### config.mk
export PLATFORM = sky130hd
export DESIGN_NAME = irq_flagmask_ctrl
export DESIGN_NICKNAME = d
export VERILOG_FILES = /design/src/rtl/irq_fm_pkg.sv /design/src/rtl/irq_pin_sense.sv /design/src/rtl/irq_ext_flags.sv /design/src/rtl/irq_prio_enc.sv /design/src/rtl/irq_flagmask_ctrl.sv
export SDC_FILE = /design/constraint.sdc
export NUM_CORES = 1
export LEC_CHECK = 0
export ABC_AREA = 1
export ABC_CLOCK_PERIOD_IN_PS = 1600
export BUFFER_PORTS_ARGS = -buffer_cell sky130_fd_sc_hd__buf_4
export CAP_MARGIN = 40
export CORE_MARGIN = 4
export CORE_UTILIZATION = 43
export DETAILED_ROUTE_END_ITERATION = 8
export PLACE_DENSITY = 0.77
export SYNTH_ARGS = -nofsm -noshare
export SYNTH_HDL_FRONTEND = slang
export SYNTH_SLANG_ARGS = --single-unit
### constraint.sdc
create_clock -name clk -period 1.6 [get_ports clk]
set_clock_uncertainty 0.1 [all_clocks]
set_input_delay 0.24 -clock clk [delete_from_list [all_inputs] [get_ports clk]]
set_output_delay 0.24 -clock clk [all_outputs]
set_load 0.1 [all_outputs]
### src/rtl/irq_fm_pkg.sv
package irq_fm_pkg;

   typedef enum logic [1:0] {
      SENSE_LOW  = 2'b00,
      SENSE_ANY  = 2'b01,
      SENSE_FALL = 2'b10,
      SENSE_RISE = 2'b11
   } sense_e;

   localparam int VEC_W = 3;

endpackage

### src/rtl/irq_pin_sense.sv
module irq_pin_sense
   import irq_fm_pkg::*;
#(
   parameter int SYNC_STAGES = 2
) (
   input  logic       clk,
   input  logic       rst_n,
   input  logic       pin_i,
   input  logic [1:0] mode_i,
   output logic       edge_ev_o,
   output logic       level_act_o
);

   if (SYNC_STAGES < 2) begin : g_bad_sync
      $error("irq_pin_sense: SYNC_STAGES must be at least 2");
   end

   logic [SYNC_STAGES-1:0] sync_q;
   logic                   prev_q;
   logic                   smp;
   logic                   rise;
   logic                   fall;

   assign smp = sync_q[SYNC_STAGES-1];

   always_ff @(posedge clk or negedge rst_n) begin
      if (!rst_n) begin
         sync_q <= '1;
         prev_q <= 1'b1;
      end else begin
         sync_q <= {sync_q[SYNC_STAGES-2:0], pin_i};
         prev_q <= smp;
      end
   end

   assign rise = smp & ~prev_q;
   assign fall = ~smp & prev_q;

   always_comb begin
      edge_ev_o   = 1'b0;
      level_act_o = 1'b0;
      case (sense_e'(mode_i))
         SENSE_LOW:  level_act_o = ~smp;
         SENSE_ANY:  edge_ev_o   = rise | fall;
         SENSE_FALL: edge_ev_o   = fall;
         SENSE_RISE: edge_ev_o   = rise;
         default:    edge_ev_o   = 1'b0;
      endcase
   end

endmodule

### src/rtl/irq_ext_flags.sv
module irq_ext_flags #(
   parameter int N_EXT = 2
) (
   input  logic             clk,
   input  logic             rst_n,
   input  logic [N_EXT-1:0] set_i,
   input  logic [N_EXT-1:0] clr_i,
   input  logic [N_EXT-1:0] hold_zero_i,
   output logic [N_EXT-1:0] flag_q
);

   for (genvar g = 0; g < N_EXT; g++) begin : g_flag
      always_ff @(posedge clk or negedge rst_n) begin
         if (!rst_n) begin
            flag_q[g] <= 1'b0;
         end else if (hold_zero_i[g]) begin
            flag_q[g] <= 1'b0;
         end else if (set_i[g]) begin
            flag_q[g] <= 1'b1;
         end else if (clr_i[g]) begin
            flag_q[g] <= 1'b0;
         end
      end
   end

endmodule

### src/rtl/irq_prio_enc.sv
module irq_prio_enc #(
   parameter int N_SRC = 6,
   parameter int VEC_W = 3
) (
   input  logic [N_SRC-1:0] src_i,
   output logic             req_o,
   output logic [VEC_W-1:0] vec_o
);

   if (N_SRC >= (1 << VEC_W)) begin : g_bad_width
      $error("irq_prio_enc: VEC_W too narrow for N_SRC");
   end

   assign req_o = |src_i;

   always_comb begin
      vec_o = '0;
      for (int i = N_SRC - 1; i >= 0; i--) begin
         if (src_i[i]) vec_o = VEC_W'(i + 1);
      end
   end

endmodule

### src/rtl/irq_flagmask_ctrl.sv
module irq_flagmask_ctrl
   import irq_fm_pkg::*;
#(
   parameter int              ADDR_W      = 6,
   parameter int              DATA_W      = 8,
   parameter int              N_EXT       = 2,
   parameter int              SYNC_STAGES = 2,
   parameter logic [ADDR_W-1:0] FLAG_ADDR = 6'h3A,
   parameter logic [ADDR_W-1:0] MASK_ADDR = 6'h39
) (
   input  logic                 clk,
   input  logic                 rst_n,
   input  logic [ADDR_W-1:0]    io_addr,
   input  logic                 io_we,
   input  logic [DATA_W-1:0]    io_wdata,
   output logic [DATA_W-1:0]    io_rdata,
   input  logic [N_EXT-1:0]     ext_pin,
   input  logic [2*N_EXT-1:0]   sense_mode,
   input  logic [N_EXT-1:0]     ext_en,
   input  logic [DATA_W-1:0]    tmr_flag,
   input  logic                 glob_ie,
   input  logic                 ack,
   output logic                 irq_req,
   output logic [VEC_W-1:0]     irq_vec
);

   localparam int              FLAG_LSB = DATA_W - N_EXT;
   localparam int              B_OVF1   = 7;
   localparam int              B_CMPA   = 6;
   localparam int              B_CAP    = 3;
   localparam int              B_OVF0   = 1;
   localparam logic [DATA_W-1:0] MASK_RW =
      DATA_W'((1 << B_OVF1) | (1 << B_CMPA) | (1 << B_CAP) | (1 << B_OVF0));
   localparam int              N_TMR    = 4;
   localparam int              N_SRC    = N_EXT + N_TMR;

   if (DATA_W != 8) begin : g_bad_data
      $error("irq_flagmask_ctrl: DATA_W must be 8");
   end
   if (N_EXT != 2) begin : g_bad_ext
      $error("irq_flagmask_ctrl: N_EXT must be 2");
   end
   if (FLAG_ADDR == MASK_ADDR) begin : g_bad_addr
      $error("irq_flagmask_ctrl: register addresses collide");
   end

   logic [N_EXT-1:0]  edge_ev;
   logic [N_EXT-1:0]  level_act;
   logic [N_EXT-1:0]  lvl_mode;
   logic [N_EXT-1:0]  wr_clr;
   logic [N_EXT-1:0]  ack_clr;
   logic [N_EXT-1:0]  flag_q;
   logic [DATA_W-1:0] mask_q;
   logic [N_SRC-1:0]  src;
   logic              wr_flag;
   logic              wr_mask;

   assign wr_flag = io_we && (io_addr == FLAG_ADDR);
   assign wr_mask = io_we && (io_addr == MASK_ADDR);

   for (genvar g = 0; g < N_EXT; g++) begin : g_pin
      irq_pin_sense #(
         .SYNC_STAGES (SYNC_STAGES)
      ) sense_i (
         .clk         (clk),
         .rst_n       (rst_n),
         .pin_i       (ext_pin[g]),
         .mode_i      (sense_mode[2*g +: 2]),
         .edge_ev_o   (edge_ev[g]),
         .level_act_o (level_act[g])
      );
      assign lvl_mode[g] = (sense_mode[2*g +: 2] == SENSE_LOW);
      assign wr_clr[g]   = wr_flag && io_wdata[FLAG_LSB + g];
      assign ack_clr[g]  = ack && irq_req && (irq_vec == VEC_W'(g + 1));
      assign src[g]      = glob_ie && ext_en[g] && (flag_q[g] || level_act[g]);
   end

   irq_ext_flags #(
      .N_EXT (N_EXT)
   ) flags_i (
      .clk         (clk),
      .rst_n       (rst_n),
      .set_i       (edge_ev),
      .clr_i       (wr_clr | ack_clr),
      .hold_zero_i (lvl_mode),
      .flag_q      (flag_q)
   );

   always_ff @(posedge clk or negedge rst_n) begin
      if (!rst_n) begin
         mask_q <= '0;
      end else if (wr_mask) begin
         mask_q <= io_wdata & MASK_RW;
      end
   end

   assign src[N_EXT + 0] = glob_ie && mask_q[B_CAP]  && tmr_flag[B_CAP];
   assign src[N_EXT + 1] = glob_ie && mask_q[B_CMPA] && tmr_flag[B_CMPA];
   assign src[N_EXT + 2] = glob_ie && mask_q[B_OVF1] && tmr_flag[B_OVF1];
   assign src[N_EXT + 3] = glob_ie && mask_q[B_OVF0] && tmr_flag[B_OVF0];

   irq_prio_enc #(
      .N_SRC (N_SRC),
      .VEC_W (VEC_W)
   ) prio_i (
      .src_i (src),
      .req_o (irq_req),
      .vec_o (irq_vec)
   );

   always_comb begin
      io_rdata = '0;
      if (io_addr == FLAG_ADDR) begin
         io_rdata[FLAG_LSB +: N_EXT] = flag_q;
      end else if (io_addr == MASK_ADDR) begin
         io_rdata = mask_q;
      end
   end

endmodule

== Yosys cells after proc, flatten, opt, wreduce, memory -nomap -nowiden ==
Index checks and enable logic that the tools add are counted.
Operators by class
  add/sub/neg operators: 0
  div/mod/pow operators: 0
  multiplexer cells: 19
  bitwise logic cells: 11
  equal/unequal tests: 10
  multipliers: 0
  shift-type cells: 0
  magnitude comparators: 0
  reduce and logical (&&, ||, !) cells: 26
Operators with widths (count)
  1-bit logical AND: 19
  3-bit 2-to-1 mux: 6
  6-bit equality test (second input constant): 2
  2-bit equality test (second input constant): 4
  1-bit 2-to-1 mux: 8
  8-bit 2-to-1 mux: 1
  6-bit 2-to-1 mux: 1
  1-bit case mux with 3 select lines: 2
  3-bit nonzero test: 2
  6-bit OR reduction: 1
  1-bit AND: 4
  2-bit by 1-bit equality test with 1-bit output (second input constant): 2
  2-bit zero test: 2
  1-bit NOT: 4
  3-bit by 1-bit equality test with 1-bit output (second input constant): 1
  3-bit by 2-bit equality test with 1-bit output (second input constant): 1
  1-bit logical OR: 2
  2-bit 2-to-1 mux: 1
  1-bit OR: 2
  2-bit OR: 1
Storage, ports and cells
  bits in registers: 12
  input bits: 35
  bits in latches: 0
  output and inout bits: 12
  bits in read-only memories: 0
  word-level logic and storage cells: 73
  RAM bits: 0
  memories: 0

== Logic depth before layout (Yosys ltp) ==
  word-level depth: 14
  gate-level depth with buffers: 10
  gate-level depth less buffers: 10

== Cells and area by module ==
A second synthesis with hierarchy kept.
Second synthesis, totals
  cell total of the unflattened synthesis: 124
  area total of the unflattened synthesis: 898.4 um2
Modules (own cells, without submodules)
  irq_flagmask_ctrl: cells each 68, seq. area each 100.1 um2, area each 436.7 um2, instances 1
  irq_pin_sense: cells each 15, seq. area each 78.8 um2, area each 147.6 um2, instances 2
  irq_ext_flags: cells each 10, seq. area each 50.0 um2, area each 90.1 um2, instances 1
  irq_prio_enc: cells each 16, seq. area each 0.0 um2, area each 76.3 um2, instances 1

== Least setup slack after synthesis ==
No wires, ideal clock.
  path kind: input port to output port
  from: in io_addr[1]
  to: out io_rdata[6]
  arrival: 2780 ps
  setup slack: -1520 ps
  path buffers: 0
  stages on the path: 4
  required time: 1260 ps
  cell sequence: inv_1 nor4_2 inv_1 o21ai_0
Between the ends
  word-level cells in the longest chain between the ends: 3
  elaborated cells between the ends (all ways): 4
  those cells by class: eq/ne (2); mux (2)
Ends and longest elaborated chain
  start, declared: line irq_flagmask_ctrl.sv:13  | input logic [ADDR_W-1:0] io_addr,
  6-bit equality test: line irq_flagmask_ctrl.sv:115  | end else if (io_addr == MASK_ADDR) begin
  8-bit 2-to-1 mux: line irq_flagmask_ctrl.sv:115
  2-bit 2-to-1 mux *: line irq_flagmask_ctrl.sv:113  | if (io_addr == FLAG_ADDR) begin
  end, declared: line irq_flagmask_ctrl.sv:16  | output logic [DATA_W-1:0] io_rdata,
Mark *: on every way between the ends. The rest lies on a longest branch, timed or not.

== Worst setup path after layout ==
  from: reg g_pin[0].sense_i.sync_q[1]
  to: out irq_req
Between the ends
  word-level cells in the longest chain between the ends: 5
Ends and longest elaborated chain
  start, declared: line irq_pin_sense.sv:18  | logic [SYNC_STAGES-1:0] sync_q;
  start signal, assigned: line irq_pin_sense.sv:31  | sync_q <= {sync_q[SYNC_STAGES-2:0], pin_i};
  1-bit NOT: line irq_pin_sense.sv:43  | SENSE_LOW: level_act_o = ~smp;
  1-bit 2-to-1 mux: line irq_pin_sense.sv:42  | case (sense_e'(mode_i))
  1-bit logical OR: line irq_flagmask_ctrl.sv:75  | assign src[g] = glob_ie && ext_en[g] && (flag_q[g] || level_act[g]);
  1-bit logical AND: line irq_flagmask_ctrl.sv:75
  6-bit OR reduction: line irq_prio_enc.sv:14  | assign req_o = |src_i;
  end, declared: line irq_flagmask_ctrl.sv:23  | output logic irq_req,
No other way between the ends.

==> out/metrics.csv <==
stage;metric;value;unit
power;finalPower;1010;uW
cts;numCtsBuffers;3;
cts;cts.sinks;12;
cts;cts_tree;yes;
final_layout;drive_gt1_frac;0.528;
cts;cts_max_level;1;
worst_setup_path;arrival;1480;ps
worst_setup_path;worstPathRequired;1260;ps
power;ir_worst_vdd;635;uV
drt;first_iter_violations;5;
sta;fin_crit_sh;1.14;
yosys;syn_area;850;um^2
yosys;synth_cell_types;22;
worst_setup_path;r2r-end;flags_i.flag_q[1];
floorplanning;die_y;52.5;um
sta;setup-violations-final;4;
worst_setup_path;r2r_cells;10;
worst_setup_path;crit_fanout;3;
power;p_per_area;718;nW/um^2
floorplanning;rows;15;
global_route;grt_pass1_vias;853;
global_route;grt_remaining_overflow;0;
global_route;grt_pass1_wl;3400;um
worst_setup_path;path_cells;inv_2 > nand2_2 > nand2_2 > nand2_4 > nand2_4 > nor2_4 > inv_2 > buf_12;
floorplanning;core;1800;um^2
drt;routedWlPerCell;11.7;um
worst_setup_path;critical-path-slowest-cell;dfstp_2;
worst_setup_path;crit_path_end_kind;primary output;
drt;drc_errors;0;
cts;clock_latency;260;ps
drt;via_per_inst;4.55;
global_route;track_usage;0.167;
floorplanning;die-area;2750;um^2
yosys;ys_warn_count;0;
yosys;syn_avg_cell_area;7.65;um^2
status;outcome;complete, but fails checks;
worst_hold_path;min_path_type;input pin to register;
floorplanning;start_util;0.472;
worst_hold_path;min_path_cells;2;
sta;rsz0062_at_grt;yes;
placed_design;globalplace.congestion;0.756;
worst_setup_path;rrSetupSlack;140;ps
floorplanning;die_x;52.5;um
power;leakagePower;0.000756;uW
worst_hold_path;worstHoldStart;io_wdata[7];
cts;clockRootBuffer;clkbuf_4;
yosys;ys_ff_latch;12;
final_layout;area_growth;65.1;%
final_layout;num_antenna_cells;0;
global_route;grt_max_degree;13;
drt;first_pass_iters;2;
final_layout;nNetsFinal;199;
worst_setup_path;r2r_start;g_pin[0].sense_i.sync_q[1];
yosys;ys_seq_area_frac;0.362;
drt;vias;838;
sta;fmax;549;MHz
sta;min_period;1820;ps
placed_design;place_ws;-31.5;ps
floorplanning;ios;47;
status;violations;negative setup slack;
sta;timing.hold.ws;108;ps
placed_design;portBuffers;34;
worst_hold_path;min_to;mask_q[7];
flow_run;cap_violations;0;
drt;totalWireLength;2140;um
sta;final_max_slew_viol_count;0;
cts;cts.reportedPaths.clkPinSlew;70;ps
placed_design;dpl.hpwl;1670;um
sta;setup_ws;-220;ps
yosys;synth_cells;111;
drt;antenna_left;0;
worst_setup_path;crit_path_start_kind;register;
worst_setup_path;cp_slowest_stage_delay;550;ps
global_route;antenna_found_initial;0;
worst_setup_path;critPathKind;register to primary output;
sta;report.final.hold_viol_count;0;
cts;cts_buffer_depth;2;
-- kinds of logic after synthesis --
logic type	synth area share
AND/OR/NAND/NOR	0.328
buffers and inverters	0.146
flip-flops	0.362
AO/OA/AOI/OAI	0.0648
adder cells (fa/ha/maj)	0.0589
multiplexers	0.0353
other	0.00441
-- metrics by stage --
stage | TNS, ps | cells | util | cell area (um^2)
2_1_floorplan | -251 | 114 | - | 910
3_3_place_gp | 0 | 174 | 0.668 | 1200
5_1_grt | -1150 | 184 | 0.778 | 1400
3_5_place_dp | -58.9 | 174 | 0.668 | 1200
6_report | -785 | 184 | 0.778 | 1400
4_1_cts | -815 | 184 | 0.739 | 1330
-- cells in the mapped netlist --
library cell / instances / area (um^2)
inv_2: 2 / 7.51
nand2_2: 5 / 31.3
inv_1: 22 / 82.6
nand2_1: 21 / 78.8
mux2_4: 2 / 30.0
nand4_2: 1 / 12.5
nor2_2: 2 / 12.5
o21ai_1: 1 / 5.00
dfrtp_1: 6 / 150
a21oi_1: 2 / 10.0
o21ai_0: 4 / 20.0
conb_1: 1 / 3.75
nand3_2: 3 / 30.0
nor4_2: 1 / 12.5
buf_4: 4 / 30.0
ha_1: 4 / 50.1
nor2_1: 13 / 48.8
dfstp_2: 6 / 158
nor2_4: 2 / 22.5
o32a_1: 2 / 20.0
clkinv_1: 1 / 3.75
nand3_1: 6 / 30.0
-- state kept, by name, summed over array words and instances (netlist names) --
| signal | count |
|---|---|
| flags_i.flag_q | 2 |
| g_pin.sense_i.prev_q | 2 |
| g_pin.sense_i.sync_q | 4 |
| mask_q | 4 |
-- critical path: cells and delay by family (launching register included) --
family                 cells  cell delay [ps]
buffers and inverters      3              250
DFF                        1              550
and+or+nand+nor            5              410
-- cell usage in the layout, fill, tap and decap left out --
cell type and n:
buf_4 34, nand2_1 17, inv_1 16, nor2_1 10, inv_2 7, nand3_1 6, dfrtp_1 6, dfstp_2 6
buf_12 6, nand2_2 5, nor2_4 5, nand2_4 4, ha_1 4, conb_1 4, nand3_2 3, clkbuf_4 3
dlygate4sd3_1 3, o21ai_4 2, nor2_2 2, a21oi_1 2, o21ai_0 2, o32a_1 2, mux2_4 2, buf_6 2
inv_4 1, nand4_2 1, nor4_4 1, clkinv_1 1, o21ai_1 1, clkbuf_1 1
-- how the worst max path moves through the flow --
| stage | depth (start not counted) | endpoint | from | slack (ps) |
|---|---|---|---|---|
| global route | 8 | irq_req | g_pin[0].sense_i.sync_q[1] | -300 |
| CTS | 8 | irq_req | g_pin[0].sense_i.sync_q[1] | -240 |
| floorplan | 9 | flags_i.flag_q[1] | g_pin[0].sense_i.sync_q[1] | -120 |
| global placement | 8 | irq_req | g_pin[0].sense_i.sync_q[1] | 4 |
| detailed placement | 8 | irq_req | g_pin[0].sense_i.sync_q[1] | -30 |
| finish | 8 | irq_req | g_pin[0].sense_i.sync_q[1] | -220 |
-- cell type report --
| class | instances | area [um^2] |
|---|---|---|
| Timing Repair Buffer | 45 | 428 |
| Clock buffer | 4 | 26.3 |
| Inverter | 25 | 96.3 |
| Sequential cell | 12 | 308 |
| Multi-Input combinational cell | 73 | 513 |
| Tap cell | 25 | 31.3 |
| Fill cell | 141 | 399 |
-- what timing repair did --
item / in CTS / in global routing
setup endpoints to repair: 4 / 7
cloned: 0 / 0
endpoints found under the hold margin: 14 / 0
gates resized for setup: 12 / 20
pin swaps: 2 / 10
hold buffers: 3 / 0
buffers inserted: 3 / 1
-- metal layers --
metal | GRT usage | share of wire | vias up
met1 | 0.179 | 0.39 | 383
met4 | 0.0638 | 0.012 | 0
met3 | 0.0313 | 0.058 | 3
met2 | 0.316 | 0.54 | 25
met5 | 0 | 0 | -
li1 | - | - | 427
-- report_power, final --
group	internal, uW	switching, uW
Clock	96.6	95.0
Sequential	339	19.0
Combinational	173	284
(Power assumes the default switching activity.)
